<file path="config.mk">
export PLATFORM = sky130hd
export DESIGN_NAME = imm_const_gen
export DESIGN_NICKNAME = d
export VERILOG_FILES = /design/src/rtl/immgen_pkg.sv /design/src/rtl/imm_decode.sv /design/src/rtl/imm_place.sv /design/src/rtl/imm_outreg.sv /design/src/rtl/imm_const_gen.sv
export SDC_FILE = /design/constraint.sdc
export NUM_CORES = 1
export LEC_CHECK = 0
export BUFFER_PORTS_ARGS = -buffer_cell sky130_fd_sc_hd__clkbuf_2
export CAP_MARGIN = 20
export CORE_UTILIZATION = 30
export CTS_CLUSTER_SIZE = 24
export DETAILED_ROUTE_END_ITERATION = 10
export SLEW_MARGIN = 20
export SYNTH_ARGS = -nofsm -noshare
export SYNTH_HDL_FRONTEND = slang
export SYNTH_SLANG_ARGS = --single-unit
export TNS_END_PERCENT = 50
</file>
<file path="constraint.sdc">
create_clock -name clk -period 6.7 [get_ports clk]
set_input_delay 0.67 -clock clk [delete_from_list [all_inputs] [get_ports clk]]
set_output_delay 0.67 -clock clk [all_outputs]
set_load 0.01 [all_outputs]
</file>
<file path="src/rtl/immgen_pkg.sv">
package immgen_pkg;

    localparam int CTL_WIDTH_BITS = 7;
    localparam int CTL_SHIFT_BITS = 6;

    typedef enum logic [3:0] {
        OP_SHORT_ZX = 4'd0,
        OP_SHORT_OX = 4'd1,
        OP_MID_ZX   = 4'd2,
        OP_MID_OX   = 4'd3,
        OP_HIGH     = 4'd4,
        OP_QHIGH    = 4'd5,
        OP_HALF_ZX  = 4'd6,
        OP_HALF_OX  = 4'd7,
        OP_PFX_SX   = 4'd8,
        OP_PFX_SX16 = 4'd9,
        OP_PFX_SX32 = 4'd10,
        OP_FULL     = 4'd11
    } ld_op_e;

    typedef enum logic [1:0] {
        FILL_ZERO = 2'd0,
        FILL_ONE  = 2'd1,
        FILL_SIGN = 2'd2
    } fill_e;

    typedef struct packed {
        logic                      legal;
        fill_e                     fill;
        logic [CTL_WIDTH_BITS-1:0] width;
        logic [CTL_SHIFT_BITS-1:0] shift;
    } place_t;

    typedef enum logic {
        OS_EMPTY  = 1'b0,
        OS_LOADED = 1'b1
    } out_state_e;

endpackage

</file>
<file path="src/rtl/imm_decode.sv">
module imm_decode
    import immgen_pkg::*;
#(
    parameter int DATA_W      = 64,
    parameter int SHORT_W     = 10,
    parameter int SHORT_EXT_W = 12,
    parameter int MID_SHIFT   = 16,
    parameter int HI_SHIFT    = 22,
    parameter int QHI_SHIFT   = 54,
    parameter int HALF_W      = 16,
    parameter int PFX_W       = 33,
    parameter int PFX_SHIFT_A = 16,
    parameter int PFX_SHIFT_B = 32
) (
    input  logic [3:0] op,
    input  logic       ext,
    output place_t     ctl
);

    localparam logic [CTL_WIDTH_BITS-1:0] W_SHORT  = CTL_WIDTH_BITS'(SHORT_W);
    localparam logic [CTL_WIDTH_BITS-1:0] W_SHORTX = CTL_WIDTH_BITS'(SHORT_EXT_W);
    localparam logic [CTL_WIDTH_BITS-1:0] W_HALF   = CTL_WIDTH_BITS'(HALF_W);
    localparam logic [CTL_WIDTH_BITS-1:0] W_PFX    = CTL_WIDTH_BITS'(PFX_W);
    localparam logic [CTL_WIDTH_BITS-1:0] W_FULL   = CTL_WIDTH_BITS'(DATA_W);
    localparam logic [CTL_SHIFT_BITS-1:0] S_NONE   = '0;
    localparam logic [CTL_SHIFT_BITS-1:0] S_MID    = CTL_SHIFT_BITS'(MID_SHIFT);
    localparam logic [CTL_SHIFT_BITS-1:0] S_HI     = CTL_SHIFT_BITS'(HI_SHIFT);
    localparam logic [CTL_SHIFT_BITS-1:0] S_QHI    = CTL_SHIFT_BITS'(QHI_SHIFT);
    localparam logic [CTL_SHIFT_BITS-1:0] S_PFXA   = CTL_SHIFT_BITS'(PFX_SHIFT_A);
    localparam logic [CTL_SHIFT_BITS-1:0] S_PFXB   = CTL_SHIFT_BITS'(PFX_SHIFT_B);

    logic [CTL_WIDTH_BITS-1:0] short_width;

    always_comb begin
        short_width = ext ? W_SHORTX : W_SHORT;
    end

    always_comb begin
        ctl = '{legal: 1'b1, fill: FILL_ZERO, width: W_SHORT, shift: S_NONE};
        case (op)
            OP_SHORT_ZX: ctl = '{legal: 1'b1, fill: FILL_ZERO, width: short_width, shift: S_NONE};
            OP_SHORT_OX: ctl = '{legal: 1'b1, fill: FILL_ONE,  width: short_width, shift: S_NONE};
            OP_MID_ZX:   ctl = '{legal: 1'b1, fill: FILL_ZERO, width: W_SHORT,     shift: S_MID};
            OP_MID_OX:   ctl = '{legal: 1'b1, fill: FILL_ONE,  width: W_SHORT,     shift: S_MID};
            OP_HIGH:     ctl = '{legal: 1'b1, fill: FILL_ZERO, width: W_SHORT,     shift: S_HI};
            OP_QHIGH:    ctl = '{legal: 1'b1, fill: FILL_ZERO, width: W_SHORT,     shift: S_QHI};
            OP_HALF_ZX:  ctl = '{legal: 1'b1, fill: FILL_ZERO, width: W_HALF,      shift: S_NONE};
            OP_HALF_OX:  ctl = '{legal: 1'b1, fill: FILL_ONE,  width: W_HALF,      shift: S_NONE};
            OP_PFX_SX:   ctl = '{legal: 1'b1, fill: FILL_SIGN, width: W_PFX,       shift: S_NONE};
            OP_PFX_SX16: ctl = '{legal: 1'b1, fill: FILL_SIGN, width: W_PFX,       shift: S_PFXA};
            OP_PFX_SX32: ctl = '{legal: 1'b1, fill: FILL_SIGN, width: W_PFX,       shift: S_PFXB};
            OP_FULL:     ctl = '{legal: 1'b1, fill: FILL_ZERO, width: W_FULL,      shift: S_NONE};
            default:     ctl = '{legal: 1'b0, fill: FILL_ZERO, width: W_SHORT,     shift: S_NONE};
        endcase
    end

endmodule

</file>
<file path="src/rtl/imm_place.sv">
module imm_place
    import immgen_pkg::*;
#(
    parameter int DATA_W = 64
) (
    input  logic [DATA_W-1:0] imm,
    input  place_t            ctl,
    output logic [DATA_W-1:0] value
);

    localparam logic [DATA_W-1:0] ALL_ONES = '1;

    logic [DATA_W-1:0] field_mask;
    logic [DATA_W-1:0] top_aligned;
    logic              sign_bit;
    logic              fill_bit;
    logic [DATA_W-1:0] extended;

    always_comb begin
        if (int'(ctl.width) >= DATA_W) begin
            field_mask = ALL_ONES;
        end else begin
            field_mask = ~(ALL_ONES << ctl.width);
        end
    end

    always_comb begin
        top_aligned = imm >> (ctl.width - CTL_WIDTH_BITS'(1));
        sign_bit    = top_aligned[0];
    end

    always_comb begin
        case (ctl.fill)
            FILL_ONE:  fill_bit = 1'b1;
            FILL_SIGN: fill_bit = sign_bit;
            default:   fill_bit = 1'b0;
        endcase
    end

    always_comb begin
        extended = (imm & field_mask) | (fill_bit ? ~field_mask : '0);
        value    = ctl.legal ? (extended << ctl.shift) : '0;
    end

endmodule

</file>
<file path="src/rtl/imm_outreg.sv">
module imm_outreg
    import immgen_pkg::*;
#(
    parameter int DATA_W     = 64,
    parameter bit REGISTERED = 1'b1
) (
    input  logic              clk,
    input  logic              rst_n,
    input  logic              in_valid,
    input  logic [DATA_W-1:0] in_value,
    input  logic              in_illegal,
    output logic              out_valid,
    output logic [DATA_W-1:0] out_value,
    output logic              out_illegal
);

    generate
        if (REGISTERED) begin : g_reg
            out_state_e        state_q;
            out_state_e        state_d;
            logic [DATA_W-1:0] value_q;
            logic              illegal_q;

            always_comb begin
                state_d = state_q;
                unique case (state_q)
                    OS_EMPTY:  state_d = in_valid ? OS_LOADED : OS_EMPTY;
                    OS_LOADED: state_d = in_valid ? OS_LOADED : OS_EMPTY;
                    default:   state_d = OS_EMPTY;
                endcase
            end

            always_ff @(posedge clk) begin
                if (!rst_n) begin
                    state_q <= OS_EMPTY;
                end else begin
                    state_q <= state_d;
                end
            end

            always_ff @(posedge clk) begin
                if (!rst_n) begin
                    value_q   <= '0;
                    illegal_q <= 1'b0;
                end else if (in_valid) begin
                    value_q   <= in_value;
                    illegal_q <= in_illegal;
                end
            end

            assign out_valid   = (state_q == OS_LOADED);
            assign out_value   = value_q;
            assign out_illegal = illegal_q;

            AST_VALID_FOLLOWS: assert property (@(posedge clk) disable iff (!rst_n)
                in_valid |=> out_valid);
            AST_IDLE_DROPS: assert property (@(posedge clk) disable iff (!rst_n)
                !in_valid |=> !out_valid);
            AST_IDLE_HOLDS: assert property (@(posedge clk) disable iff (!rst_n)
                !in_valid |=> ($stable(out_value) && $stable(out_illegal)));
        end else begin : g_pass
            assign out_valid   = in_valid;
            assign out_value   = in_value;
            assign out_illegal = in_illegal;
        end
    endgenerate

endmodule

</file>
<file path="src/rtl/imm_const_gen.sv">
module imm_const_gen
    import immgen_pkg::*;
#(
    parameter int DATA_W      = 64,
    parameter int SHORT_W     = 10,
    parameter int SHORT_EXT_W = 12,
    parameter int MID_SHIFT   = 16,
    parameter int HI_SHIFT    = 22,
    parameter int QHI_SHIFT   = 54,
    parameter int HALF_W      = 16,
    parameter int PFX_W       = 33,
    parameter int PFX_SHIFT_A = 16,
    parameter int PFX_SHIFT_B = 32,
    parameter bit REGISTERED  = 1'b1
) (
    input  logic              clk,
    input  logic              rst_n,
    input  logic              in_valid,
    input  logic [3:0]        in_op,
    input  logic              in_ext,
    input  logic [DATA_W-1:0] in_imm,
    output logic              out_valid,
    output logic [DATA_W-1:0] out_value,
    output logic              out_illegal
);

    place_t            ctl;
    logic [DATA_W-1:0] placed;

    imm_decode #(
        .DATA_W      (DATA_W),
        .SHORT_W     (SHORT_W),
        .SHORT_EXT_W (SHORT_EXT_W),
        .MID_SHIFT   (MID_SHIFT),
        .HI_SHIFT    (HI_SHIFT),
        .QHI_SHIFT   (QHI_SHIFT),
        .HALF_W      (HALF_W),
        .PFX_W       (PFX_W),
        .PFX_SHIFT_A (PFX_SHIFT_A),
        .PFX_SHIFT_B (PFX_SHIFT_B)
    ) u_decode (
        .op  (in_op),
        .ext (in_ext),
        .ctl (ctl)
    );

    imm_place #(
        .DATA_W (DATA_W)
    ) u_place (
        .imm   (in_imm),
        .ctl   (ctl),
        .value (placed)
    );

    imm_outreg #(
        .DATA_W     (DATA_W),
        .REGISTERED (REGISTERED)
    ) u_out (
        .clk         (clk),
        .rst_n       (rst_n),
        .in_valid    (in_valid),
        .in_value    (placed),
        .in_illegal  (!ctl.legal),
        .out_valid   (out_valid),
        .out_value   (out_value),
        .out_illegal (out_illegal)
    );

    localparam logic [DATA_W-1:0] MID_LOW_MASK = ~({DATA_W{1'b1}} << MID_SHIFT);
    localparam logic [DATA_W-1:0] QHI_LOW_MASK = ~({DATA_W{1'b1}} << QHI_SHIFT);

    generate
        if (REGISTERED) begin : g_chk
            AST_ILLEGAL_ZERO: assert property (@(posedge clk) disable iff (!rst_n)
                (out_valid && out_illegal) |-> (out_value == '0));
            AST_ILLEGAL_FLAG: assert property (@(posedge clk) disable iff (!rst_n)
                (in_valid && in_op > OP_FULL) |=> out_illegal);
            AST_MID_LOW_CLEAR: assert property (@(posedge clk) disable iff (!rst_n)
                (in_valid && (in_op == OP_MID_ZX || in_op == OP_MID_OX))
                |=> ((out_value & MID_LOW_MASK) == '0));
            AST_QHIGH_LOW_CLEAR: assert property (@(posedge clk) disable iff (!rst_n)
                (in_valid && in_op == OP_QHIGH) |=> ((out_value & QHI_LOW_MASK) == '0));
            AST_FULL_PASS: assert property (@(posedge clk) disable iff (!rst_n)
                (in_valid && in_op == OP_FULL) |=> (out_value == $past(in_imm)));
        end
    endgenerate

endmodule

</file>
==> impl_metrics.tcl <==
set metrics [dict create \
    synth_most_common_cell "nand2_1" \
    synth_xor_area_share_pct 0 \
    ys.flop_type "dfxtp_1" \
    grt.overflow.total 0 \
    fin_crit_sh_pct 68.52 \
    rows 43 \
    track_usage_pct 24.36 \
    critPathLaunchType "input port" \
    tns_ns 0 \
    grt_pass1_vias 4498 \
    core-area_um2 13830 \
    placed_area_um2 5061 \
    die_width_um 121.0 \
    synth_compound_area_share_pct 33.09 \
    grt_pass1_wl_um 26540 \
    crit_path_end_kind "flip-flop" \
    ant_nets 0 \
    htreeDepth 3 \
    yosys.cell_types.count 64 \
    syn_avg_cell_area_um2 7.982 \
    synth_top_area_cell "dfxtp_1" \
    yosysTopAreaCellShare_pct 31.11 \
    finalSetupViolCount 0 \
    hpwlAfterDp_um 13290 \
    pwr_density_cell_nw_per_um2 210.5 \
    muxShareOfSynthArea_pct 7.248 \
    dieArea_um2 14640 \
    drc_errors 0 \
    antenna_cells 0 \
    hold_viol 0 \
    ctsHoldBuffers 0 \
    cts_tree "done" \
    cp_max_fo 18 \
    insertion_delay_ns 0.34 \
    power_w 0.001123 \
    chipHeight_um 121.0 \
    cts_resized 0 \
    synth_area_leaders "dfxtp_1, nand2_1, a21oi_1, nor2b_1, o2bb2ai_1" \
    cts_root_buf "clkbuf_16" \
    worst_slew_pin_slew_ns 0.7368 \
    leakagePower_nw 2.284 \
    fin_nets 724 \
    arrival_ns 4.87 \
    ys_ff_latch 66 \
    clockBufferDepth 2 \
    rsz0062_at_grt "false" \
    synth_edf_count 0 \
    hold_class "flip-flop to flip-flop" \
    slowest_delay_ns 0.69 \
    dp.cells 816 \
    path_class "input port to flip-flop" \
    num_vias 4814 \
    wl_per_cell_um 21.15 \
    synth-simple-area-share_pct 21.92 \
    crit_chain "clkbuf_2 > inv_1 > a21oi_1 > o21ai_0 > ha_1 > mux2_2 > mux2i_1 > a311o_1 > o41ai_4 > buf_4 > nand2_1 > a21boi_0 > o221a_2" \
    slew_viol_final 0 \
    yosysSeqAreaShare_pct 31.11 \
    drt-total-wl_um 17580 \
    required_ns 6.98 \
    cpMaxStageDelayCell "o41ai_4" \
    cts_num_sinks 66 \
    synth_fa_ha_area_share_pct 1.473 \
    io_buffers 137 \
    vias_per_cell 5.793 \
    status "completed" \
    synthTopCellsByCount "nand2_1, dfxtp_1, a21oi_1" \
    syn-cell-area_um2 4247 \
    antenna_found_initial 0 \
    ioPinCount 138 \
    drive_gt1_share_pct 28.42 \
    post-cts-setup-buffers 0 \
    synth_nets 609 \
    fin_skew_ns 0 \
    maxCapViolCount 0 \
    yosysWarnings 0 \
    async_flop_share_pct 0 \
    initial_core_util_pct 30.71 \
    final_core_util_pct 38.57 \
    synth_top_family_by_area "compound AO/OA/AOI/OAI gates" \
    vdd_drop_max_mv 0.1006 \
    areaGrowthSynthToFinish_pct 25.57 \
    grt_max_degree 56 \
    max_slew_margin_pct 50.70 \
    min_period_ns 4.591 \
    syn_inst 532 \
    cts_buffers 9 \
    dr.pass1.iters 6 \
    clk_pin_slew_ns 0.06 \
    gp_congestion 0.9045 \
    drt_iter0_drc 486 \
    finalNonFillerCells 831 \
    max_freq_ghz 0.2178 \
    fin_area_um2 5333 \
]
==> report_power, final <==
part	internal (W)	leakage [nW]	total (W)	switching [W]
sequential	0.000411	0.537	0.000422	0.0000111
clock	0.000258	0.128	0.000437	0.000178
combinational	0.0000988	1.62	0.000264	0.000165
==> layout by cell type (no fill, tap or decap), drive strengths merged, types with 4 or more instances in the layout <==
| master | n |
|---|---|
| clkbuf | 148 |
| nand2 | 84 |
| dfxtp | 66 |
| a21oi | 40 |
| nor2b | 27 |
| nor2 | 26 |
| o21ai | 22 |
| o2bb2ai | 19 |
| and2 | 18 |
| mux2i | 15 |
| buf | 11 |
| mux2 | 10 |
| a22oi | 10 |
| inv | 9 |
| a211o | 8 |
| a31oi | 8 |
| a21o | 7 |
| a21boi | 7 |
| nand3 | 7 |
| o21a | 7 |
| o31ai | 6 |
| o211ai | 6 |
| a22o | 6 |
| nand3b | 5 |
| o221ai | 5 |
| a32oi | 5 |
| ha | 5 |
| nand2b | 4 |
| nor3 | 4 |
| a221oi | 4 |
==> cell type report <==
cell class	instances	area, um^2
Fill cell	1435	8494
Multi-Input combinational cell	412	2709
Sequential cell	66	1321
Timing Repair Buffer	148	768.2
Clock buffer	11	242.7
Tap cell	180	225.2
Inverter	10	37.54
Clock inverter	4	28.78
==> worst paths after layout <==
path | start | end | slack (ns) | depth (start not counted)
worst max-delay path | in_op[1] | u_out.out_value[45] | 2.11 | 13
worst min-delay path | u_out.out_value[28] | u_out.out_value[28] | 0.45 | 2
worst max register to register | u_out.out_value[45] | u_out.out_value[45] | 5.55 | 4
worst min register to register | u_out.out_value[28] | u_out.out_value[28] | 0.45 | 2
==> registers in the layout (all words and copies together) (netlist names) <==
| name | flops |
|---|---|
| u_out.out_valid | 1 |
| u_out.out_value | 64 |
| u_out.out_illegal | 1 |
==> metrics by stage <==
| step | hold WS (ns) | setup slack, ns |
|---|---|---|
| final | 0.4544 | 2.109 |
| after floorplan | 0.4775 | 2.520 |
| after detailed placement | 0.4486 | 1.830 |
| after global placement | 0.4434 | 1.583 |
| after CTS | 0.4621 | 2.140 |
| after global routing | 0.4850 | 1.810 |
==> critical path, delay by kind of cell <==
kind | cells | cell delay (ns)
AO/OA/AOI/OAI | 6 | 2.16
adder cells (fa/ha/maj) | 1 | 0.41
buffers and inverters | 3 | 0.88
multiplexers | 2 | 0.39
AND/OR/NAND/NOR | 1 | 0.35
==> layer usage <==
layer	routed length, um	share of wire [%]	global-route usage (%)
met1	7645	43	33.78
met3	1504	8.6	4.323
met5	0	0	0
met4	689	3.9	10.34
met2	7740	44	36.82
==> kinds of logic after synthesis <==
kind of cell,after synthesis
compound gates,191
fa+ha+maj,5
buf+inv,54
flops,66
mux,27
simple gates,189
No activity file was read; power rests on OpenSTA's default activity.
